**src/rtl/trig_pkg.sv**
```systemverilog
package trig_pkg;

  function automatic int unsigned leg_rx_thr(input logic [1:0] code);
    case (code)
      2'd0:    return 8;
      2'd1:    return 16;
      2'd2:    return 24;
      default: return 28;
    endcase
  endfunction

  function automatic int unsigned leg_tx_thr(input logic [1:0] code);
    case (code)
      2'd0:    return 16;
      2'd1:    return 8;
      2'd2:    return 24;
      default: return 30;
    endcase
  endfunction

  function automatic int unsigned leg_resume(input logic [1:0] code);
    case (code)
      2'd0:    return 0;
      2'd1:    return 7;
      2'd2:    return 15;
      default: return 23;
    endcase
  endfunction

  function automatic int unsigned clamp_lvl(input int unsigned lvl,
                                            input int unsigned top);
    if (lvl == 0)  return 1;
    if (lvl > top) return top;
    return lvl;
  endfunction

endpackage

```
**src/rtl/trig_occ_cnt.sv**
```systemverilog
module trig_occ_cnt #(
  parameter int CW = 8
) (
  input  logic          clk,
  input  logic          rst,
  input  logic          flush,
  input  logic          push,
  input  logic          pop,
  input  logic [CW-1:0] limit,
  output logic [CW-1:0] cnt
);
  logic push_ok;
  logic pop_ok;

  assign push_ok = push && (cnt < limit);
  assign pop_ok  = pop && (cnt != '0);

  always_ff @(posedge clk) begin
    if (rst || flush)          cnt <= '0;
    else if (push_ok && !pop_ok) cnt <= cnt + 1'b1;
    else if (pop_ok && !push_ok) cnt <= cnt - 1'b1;
  end
endmodule

```
**src/rtl/trig_mode_ctl.sv**
```systemverilog
module trig_mode_ctl #(
  parameter int CW = 8
) (
  input  logic          clk,
  input  logic          rst,
  input  logic          fifo_en,
  input  logic          tx_unlock,
  input  logic [1:0]    tx_code,
  input  logic [CW-1:0] tx_lvl,
  input  logic [CW-1:0] rx_lvl,
  input  logic [CW-1:0] flow_hi,
  input  logic [CW-1:0] flow_lo,
  output logic          ext_q,
  output logic          flush,
  output logic [1:0]    tx_code_q
);
  logic ext_now;
  logic en_q;

  assign ext_now = |{tx_lvl, rx_lvl, flow_hi, flow_lo};
  assign flush   = !rst && ((fifo_en != en_q) || (ext_now != ext_q));

  always_ff @(posedge clk) begin
    en_q <= fifo_en;
    if (rst) begin
      ext_q     <= 1'b0;
      tx_code_q <= 2'd0;
    end else begin
      ext_q <= ext_now;
      if (tx_unlock) tx_code_q <= tx_code;
    end
  end
endmodule

```
**src/rtl/trig_rts_flow.sv**
```systemverilog
module trig_rts_flow #(
  parameter int CW = 8
) (
  input  logic          clk,
  input  logic          rst,
  input  logic          flush,
  input  logic [CW-1:0] cnt,
  input  logic [CW-1:0] stop_lvl,
  input  logic [CW-1:0] resume_lvl,
  output logic          rts_on
);
  logic stop_ev;
  logic resume_ev;

  assign stop_ev   = cnt >= stop_lvl;
  assign resume_ev = cnt <= resume_lvl;

  always_ff @(posedge clk) begin
    if (rst || flush)   rts_on <= 1'b1;
    else if (stop_ev)   rts_on <= 1'b0;
    else if (resume_ev) rts_on <= 1'b1;
  end
endmodule

```
**src/rtl/fifo_trig_ctl.sv**
```systemverilog
module fifo_trig_ctl #(
  parameter int CW        = 8,
  parameter int LEG_DEPTH = 32,
  parameter int EXT_DEPTH = 128
) (
  input  logic          clk,
  input  logic          rst,
  input  logic          fifo_en,
  input  logic          tx_unlock,
  input  logic [1:0]    rx_code,
  input  logic [1:0]    tx_code,
  input  logic [CW-1:0] tx_lvl,
  input  logic [CW-1:0] rx_lvl,
  input  logic [CW-1:0] flow_hi,
  input  logic [CW-1:0] flow_lo,
  input  logic          rx_push,
  input  logic          rx_pop,
  input  logic          tx_push,
  input  logic          tx_pop,
  output logic [CW-1:0] rx_cnt,
  output logic [CW-1:0] tx_cnt,
  output logic          rx_trig,
  output logic          tx_trig,
  output logic          rts_on,
  output logic          rx_flush,
  output logic          tx_flush,
  output logic          ext_mode
);
  import trig_pkg::*;

  localparam logic [CW-1:0] LEG_LIM = CW'(LEG_DEPTH);
  localparam logic [CW-1:0] EXT_LIM = CW'(EXT_DEPTH);

  logic          flush;
  logic [1:0]    tx_code_q;
  logic [CW-1:0] act_depth;
  logic [CW-1:0] rx_thr;
  logic [CW-1:0] tx_thr;
  logic [CW-1:0] stop_lvl;
  logic [CW-1:0] resume_lvl;
  logic [CW-1:0] tx_free;

  trig_mode_ctl #(.CW(CW)) u_mode (
    .clk(clk), .rst(rst), .fifo_en(fifo_en), .tx_unlock(tx_unlock),
    .tx_code(tx_code), .tx_lvl(tx_lvl), .rx_lvl(rx_lvl),
    .flow_hi(flow_hi), .flow_lo(flow_lo),
    .ext_q(ext_mode), .flush(flush), .tx_code_q(tx_code_q)
  );

  assign act_depth = ext_mode ? EXT_LIM : LEG_LIM;

  trig_occ_cnt #(.CW(CW)) u_rx_cnt (
    .clk(clk), .rst(rst), .flush(flush), .push(rx_push), .pop(rx_pop),
    .limit(act_depth), .cnt(rx_cnt)
  );

  trig_occ_cnt #(.CW(CW)) u_tx_cnt (
    .clk(clk), .rst(rst), .flush(flush), .push(tx_push), .pop(tx_pop),
    .limit(act_depth), .cnt(tx_cnt)
  );

  always_comb begin
    if (ext_mode) begin
      rx_thr     = CW'(clamp_lvl(int'(rx_lvl), EXT_DEPTH));
      tx_thr     = CW'(clamp_lvl(int'(tx_lvl), EXT_DEPTH));
      stop_lvl   = flow_hi;
      resume_lvl = flow_lo;
    end else begin
      rx_thr     = CW'(leg_rx_thr(rx_code));
      tx_thr     = CW'(leg_tx_thr(tx_code_q));
      stop_lvl   = CW'(leg_rx_thr(rx_code));
      resume_lvl = CW'(leg_resume(rx_code));
    end
  end

  trig_rts_flow #(.CW(CW)) u_rts (
    .clk(clk), .rst(rst), .flush(flush), .cnt(rx_cnt),
    .stop_lvl(stop_lvl), .resume_lvl(resume_lvl), .rts_on(rts_on)
  );

  assign tx_free  = act_depth - tx_cnt;
  assign rx_trig  = rx_cnt >= rx_thr;
  assign tx_trig  = tx_free >= tx_thr;
  assign rx_flush = flush;
  assign tx_flush = flush;
endmodule

```
**config.mk**
```make
export PLATFORM = sky130hd
export DESIGN_NAME = fifo_trig_ctl
export DESIGN_NICKNAME = d
export VERILOG_FILES = /design/src/rtl/trig_pkg.sv /design/src/rtl/trig_occ_cnt.sv /design/src/rtl/trig_mode_ctl.sv /design/src/rtl/trig_rts_flow.sv /design/src/rtl/fifo_trig_ctl.sv
export SDC_FILE = /design/constraint.sdc
export NUM_CORES = 1
export LEC_CHECK = 0
export CORE_ASPECT_RATIO = 0.6
export CORE_MARGIN = 5
export CORE_UTILIZATION = 35
export DETAILED_ROUTE_END_ITERATION = 16
export GPL_TIMING_DRIVEN = 0
export PLACE_DENSITY = 0.61
export SYNTH_ARGS = -nofsm -noshare
export SYNTH_HDL_FRONTEND = slang
export SYNTH_SLANG_ARGS = --single-unit
```
**constraint.sdc**
```tcl
create_clock -name clk -period 3.3 [get_ports clk]
set_input_delay 0.495 -clock clk [delete_from_list [all_inputs] [get_ports clk]]
set_output_delay 0.495 -clock clk [all_outputs]
set_load 0.005 [all_outputs]
```
== Yosys cells after proc, flatten, opt, wreduce, memory -nomap -nowiden ==
Index checks and enable logic that the tools add are counted.
Widths: inputs -> output; s select.

* Register bits after elaboration: 21
* Input port bits: 44
* Output and inout port bits: 22
* Word-level logic and storage cells: 83

* Add/subtract/negate cells: 5
* Magnitude comparators: 8
* Eq/ne operators: 6
* Mux-type cells: 32
* Reductions and logical operators: 26

{| class="wikitable"
|+ Operator list
! operator !! count
|-
| $mux 8 || 15
|-
| $pmux 5 s3 || 3
|-
| $reduce_or 32->1 || 1
|-
| $ge 8x8->1 || 3
|-
| $add 8x1->8 const B || 2
|-
| $gt 8x8->1 const B || 2
|-
| $logic_not 8->1 || 2
|-
| $lt 8x8->1 || 2
|-
| $reduce_bool 8->1 || 2
|-
| $sub 8x1->8 const B || 2
|-
| $mux 1 || 14
|-
| $logic_and 1x1->1 || 9
|-
| $le 8x8->1 || 1
|-
| $sub 8x8->8 || 1
|-
| $reduce_bool 2->1 || 3
|-
| $logic_not 1->1 || 5
|-
| $eq 2x1->1 const B || 2
|-
| $eq 2x2->1 const B || 2
|-
| $logic_not 2->1 || 2
|-
| $logic_or 1x1->1 || 2
|-
| $ne 1x1->1 || 2
|}

== Depth between registers and ports, before layout ==
* Word-level depth: 9
* Mapped depth: 15
* Depth with buffers taken out: 15

== By module ==
Synthesis repeated with hierarchy kept, for this count alone.

* Cells, all modules: 389
* Area total of the unflattened synthesis: 3104.2 sq um

{| class="wikitable"
|+ Modules (own cells, without submodules)
! module !! instances !! cells each !! area each (sq um) !! seq. area each (sq um)
|-
| trig_occ_cnt || 2 || 96 || 832.0 || 160.2
|-
| fifo_trig_ctl || 1 || 120 || 794.5 || 0.0
|-
| trig_rts_flow || 1 || 53 || 429.2 || 20.0
|-
| trig_mode_ctl || 1 || 24 || 216.5 || 80.1
|}

== Least setup slack after synthesis ==
No wires, ideal clock.

* Kind: register -> register
* Start point: register u_mode.ext_q
* End point: register u_tx_cnt.cnt[6]
* Library setup time: 0.074 ns
* Arrival time: 3.033 ns
* Required time: 3.226 ns
* Path slack: 0.192 ns
* Stages on the path, launching flop included: 15
* Path buffers: 1
* Period minus slack after synthesis: 3.108 ns
* Path through: dfxtp_1 inv_1 clkbuf_1 ha_1 and3_1 o21ai_0 a41oi_1 ha_1 inv_1 fa_1 a21o_1 a21oi_1 nor2b_1 or4_1 a31oi_1

* Cells in the longest elaborated chain, start to end: 6
* Elaborated cells between the ends (all ways): 12
* Those cells by class: order compare: 1; eq/ne: 1; mux: 2; reduce/logical: 8

{| class="wikitable"
|+ RTL lines
! item !! RTL line !! source
|-
| start: declaration || trig_mode_ctl.sv:13 || <nowiki>output logic ext_q,</nowiki>
|-
| start signal: assignment || trig_mode_ctl.sv:29 || <nowiki>ext_q <= ext_now;</nowiki>
|-
| $mux 8 || fifo_trig_ctl.sv:50 || <nowiki>assign act_depth = ext_mode ? EXT_LIM : LEG_LIM;</nowiki>
|-
| $lt 8x8->1 || trig_occ_cnt.sv:15 || <nowiki>assign push_ok = push && (cnt < limit);</nowiki>
|-
| $logic_and 1x1->1 || trig_occ_cnt.sv:15 ||
|-
| $logic_not 1->1 || trig_occ_cnt.sv:21 || <nowiki>else if (pop_ok && !push_ok) cnt <= cnt - 1'b1;</nowiki>
|-
| $logic_and 1x1->1 || trig_occ_cnt.sv:21 ||
|-
| $reduce_bool 2->1 (no source line) || -- ||
|-
| end signal: assignment || trig_occ_cnt.sv:20 || <nowiki>else if (push_ok && !pop_ok) cnt <= cnt + 1'b1;</nowiki>
|-
| end signal: assignment || trig_occ_cnt.sv:21 ||
|-
| end: declaration || trig_occ_cnt.sv:10 || <nowiki>output logic [CW-1:0] cnt</nowiki>
|}

Several ways; a longest one is shown, not always the timed one.
A chain may end at the register's enable or synchronous reset.

== Worst setup path in the final report ==
* Start point: register u_mode.ext_q
* End point: register u_tx_cnt.cnt[7]

The elaborated chain is that of the path after synthesis.

==> results.md <==
- Setup violations remaining at the end of the flow were counted as 0.
- Fill cells in the final layout number 657.
- The number of routed nets with antenna violations is 0.
- The area of the placeable core is between 0.006 and 0.007 mm².
- Of the cells placed in the final design, the portion with a size suffix greater than 1 is 0.135.
- In this run the clock root is driven by a sky130_fd_sc_hd__clkbuf_16.
- For this configuration, the core starts out at a cell density of 0.366.
- The maximum number of pins on one net before global-route repair is 12.
- The required time of the worst setup path is between 3 and 4 ns.
- The total number of nets in the final design is ~500.
- The leading register cell type out of synthesis is sky130_fd_sc_hd__dfxtp_1.
- Of the total power, the share spent switching nets is 0.362.
- Of the total power, registers draw 0.247.
- The share of total power in the clock network is 0.201.
- In this run, distinct cell masters in the synthesized netlist total 42.
- Of all nets on the critical path, the largest fanout is 7.
- The area of the die is about 0.009 mm².
- The site row count is 23.
- The number of nets in the synthesized netlist is around 420.
- The internal power of the cells is a little under 0.8 mW.
- In this run, CTS created clock tree buffers numbering 3.
- The layout-stage area growth over the synthesis result is 42.4%.
- In this run the mean area of a mapped cell was between 7 and 8 µm².
- After detailed routing, the average wire length per cell comes to 15.4 µm.
- The share of total power dissipated in combinational logic is 0.552.
- The worst pin sits at a relative slew slack of 0.672.
- The total number of vias is between 2000 and 3000.
- The class of the worst hold path is reg -> reg.
- Counting instances, the worst hold path has a depth of 2.
- The worst-case register-to-register setup slack is 0.10 ns.
- The number of global-route vias before repair is between 2000 and 2500.
- Of all flip-flops after synthesis, the portion carrying an async set or reset was 0.
- The number of buffers inserted by port buffering is 65.
- After clock tree synthesis, the flow added hold-fix buffers numbering 0.
- The total count of max-transition violations in the final report came to 0.
- The number of antenna diodes in the final layout is 0.
- The CTS tree is built.
- The maximum vdd drop is approximately 0.00017 V.
- The cell count after synthesis came out at 319.
- The final cell count without fillers is 486.
- Of all cell types, the one taking the most synthesized area is sky130_fd_sc_hd__ha_1.
- The flow ran to the end, and the final reports show no timing, DRC or antenna violations.
- The worst setup path is captured at a register.
- The cell area that synthesis handed to floorplanning was roughly 0.0025 mm².
- The most common cell in the synthesized netlist is sky130_fd_sc_hd__ha_1.
- The number of clock sinks is 21.
- The final count of hold timing violations came to 0.
- The worst setup path is of the reg -> reg kind.
- In this run, placement finished with an instance count of between 400 and 500.
- The worst reg2reg path endpoint is u_tx_cnt.cnt[7].
- In the post-synthesis netlist, the biggest area contributors are sky130_fd_sc_hd__ha_1 25%, sky130_fd_sc_hd__dfxtp_1 17%, sky130_fd_sc_hd__nor2_1 7.2%, sky130_fd_sc_hd__a21oi_1 5.8%, sky130_fd_sc_hd__xnor2_1 4.6%.
- The count of flip-flops with a built-in enable after synthesis is 0.
- After global routing the overflow that remains totals 0.
- The total I/O pin count is 66.
- The routed wire length is roughly 7.5 mm.
- The commonest cells after synthesis are 50 x sky130_fd_sc_hd__ha_1, 48 x sky130_fd_sc_hd__nor2_1, 29 x sky130_fd_sc_hd__a21oi_1, 24 x sky130_fd_sc_hd__nand2_1, 21 x sky130_fd_sc_hd__dfxtp_1.
- Using the TritonRoute via totals, the vias-per-cell ratio works out to 5.23.
- The leakage component of the power is approximately 1.6 nW.
- The pre-antenna-repair detailed-routing pass consisted of 5 iterations.
- The initial antenna violation count is 0.
- The wire length of the first global-routing pass is 11.9 mm.
- For this design the total switching power over the nets is about 0.45 mW.
- For the pin with the worst max-slew slack, the measured transition is about 0.49 ns.
- The clock skew is around 0.0037 ns.
- The H-tree depth reported by CTS is 1.
- The post-CTS clock slew at the launch and capture registers of the worst setup and hold paths is roughly 0.060 ns.
- The startpoint identified for the worst register-to-register timing path is u_mode.ext_q.
- The area share of the leading cell type in the synthesized netlist is 0.250.
- After the first detailed-routing iteration, the DRC count stood at 98.
- Counting I/O delays and the setup requirement, the final critical path takes roughly 3.2 ns.
- The startpoint of the worst hold path is u_tx_cnt.cnt[7].
- The die is between 100 and 150 µm wide.
- The number of DRC violations after detailed routing is 0.
- Once layout is complete, the utilization of the core stands at 0.522.
- Setup repair after global routing could not meet its margin everywhere.
- Data on the critical path arrives at its endpoint at around 3.4 ns.
- For this design the ratio of total power to cell area is about 350 mW/mm².
- In the finished design, the share of the clock period the worst path needs comes to 0.968.
- Of the synthesized area, sequential elements account for 0.168.
- The die outline height is 75.4 µm.
- The overall power is 1.23 mW.
- The warning count from the yosys run is 0.
- The worst reg-to-reg path cell count is 15.
- Counting flops and latches in the post-synthesis netlist gives 21.
- For this run, the total global-route usage over all layers was measured as 0.164.
- The HPWL after detailed placement is around 5.9 mm.
- For hold timing, the worst endpoint is u_tx_cnt.cnt[7].
- For this run, the top clock speed supported by timing is 313 MHz.
- The routability congestion estimate from global placement is 0.823.
- The longest clock path from root to sink contains 2 buffers.
- Max-cap violations in this run came to 0.
- The insertion delay to the later sink of the worst-skew pair is about 0.25 ns.
- STA classifies the critical path startpoint as a register.
-- area by class of cell --
class	instances	area, µm²	area share
sequential	21	432	0.121
multi-input combinational	278	2110	0.593
clock buffer	4	78.8	0.0222
tap	87	109	0.0306
timing repair buffer	76	721	0.203
buffer	8	56.3	0.0158
inverter	12	50.0	0.0141
-- critical path, stage by stage, from the launching register on --
cell and delay (ns):
sky130_fd_sc_hd__dfxtp_4 0.38, sky130_fd_sc_hd__inv_4 0.08, sky130_fd_sc_hd__buf_6 0.12, sky130_fd_sc_hd__ha_2 0.18, sky130_fd_sc_hd__and3_1 0.14, sky130_fd_sc_hd__o21ai_0 0.07, sky130_fd_sc_hd__a41oi_1 0.21, sky130_fd_sc_hd__ha_2 0.27
sky130_fd_sc_hd__inv_4 0.08, sky130_fd_sc_hd__ha_1 0.29, sky130_fd_sc_hd__a21oi_2 0.17, sky130_fd_sc_hd__o211ai_1 0.14, sky130_fd_sc_hd__o41ai_2 0.41, sky130_fd_sc_hd__xnor2_1 0.14, sky130_fd_sc_hd__or3_1 0.31, sky130_fd_sc_hd__a21oi_1 0.13
-- power by group through the flow --
| stage | Sequential, mW | Clock [mW] | Combinational, mW |
|---|---|---|---|
| final | 0.305 | 0.248 | 0.681 |
| after global routing | 0.310 | 0.272 | 0.768 |
| after CTS | 0.304 | 0.258 | 0.643 |
| after detailed placement | 0.310 | 0 | 0.629 |
| after global placement | 0.308 | 0 | 0.617 |
| after floorplan | 0.297 | 0 | 0.432 |
-- how the worst max path moves through the flow --
stage,startpoint,cells past startpoint,to
2_1_floorplan,u_mode.ext_q,14,u_tx_cnt.cnt[6]
3_3_place_gp,rx_lvl[2],12,rx_trig
3_5_place_dp,rx_lvl[2],12,rx_trig
4_1_cts,rx_lvl[2],12,rx_trig
5_1_grt,u_mode.ext_q,15,u_tx_cnt.cnt[7]
6_report,u_mode.ext_q,15,u_tx_cnt.cnt[7]
-- what timing repair did --
item | CTS | global route
setup buffers | 5 | 6
cloned | 0 | 1
setup endpoints to repair | 9 | 6
hold endpoints to repair | 0 | 0
gates resized for setup | 43 | 28
pin swaps | 18 | 19
-- through the flow --
stage	hold slack (ns)	instance area, µm²	setup WS (ns)	setup TNS, ns
after detailed placement	0.522	3260	-0.604	-2.31
after floorplan	0.484	2500	0.192	0
after global routing	0.532	3560	-0.0467	-0.0541
final	0.508	3560	0.104	0
after CTS	0.530	3410	0.00255	0
after global placement	0.505	3260	-0.576	-2.21
-- cell usage in the layout, fill, tap and decap left out, drive strengths merged, types with 5 or more instances in the layout --
| master | netlist | routed |
|---|---|---|
| a21o | 9 | 9 |
| buf | 3 | 18 |
| dfxtp | 21 | 21 |
| xor2 | 7 | 7 |
| a21oi | 29 | 29 |
| clkdlybuf4s50 | 0 | 52 |
| inv | 12 | 12 |
| nand2 | 24 | 24 |
| or4 | 6 | 6 |
| xnor2 | 13 | 13 |
| nor2b | 7 | 7 |
| nor2 | 48 | 48 |
| nor3 | 6 | 6 |
| ha | 50 | 50 |
| nand2b | 5 | 5 |
| mux2i | 6 | 6 |
| o21ai | 15 | 15 |
| clkbuf | 5 | 9 |
-- cell families after synthesis --
family / Yosys count / synth area share
AOI/OAI and AO/OA: 77 / 0.193
xor gates and xnor gates: 20 / 0.0701
adders and majority gates: 52 / 0.266
buffers and inverters: 20 / 0.0376
DFF: 21 / 0.168
muxes: 6 / 0.0240
and+or+nand+nor: 123 / 0.240
-- per-layer routing --
layer / track usage / up-vias / wire length, µm
met4: 0.0244 / 0 / 47
met1: 0.254 / 1152 / 4170
met3: 0.0282 / 4 / 350
li1: - / 1325 / -
met2: 0.241 / 60 / 2940
met5: 0 / - / 0
-- flip-flops by register name, indices dropped and copies added (netlist names) --
signal	flops
u_rx_cnt.cnt	8
u_tx_cnt.cnt	8
u_mode.en_q	1
u_rts.rts_on	1
u_mode.ext_q	1
u_mode.tx_code_q	2
Power figures use the tool's default switching activity.
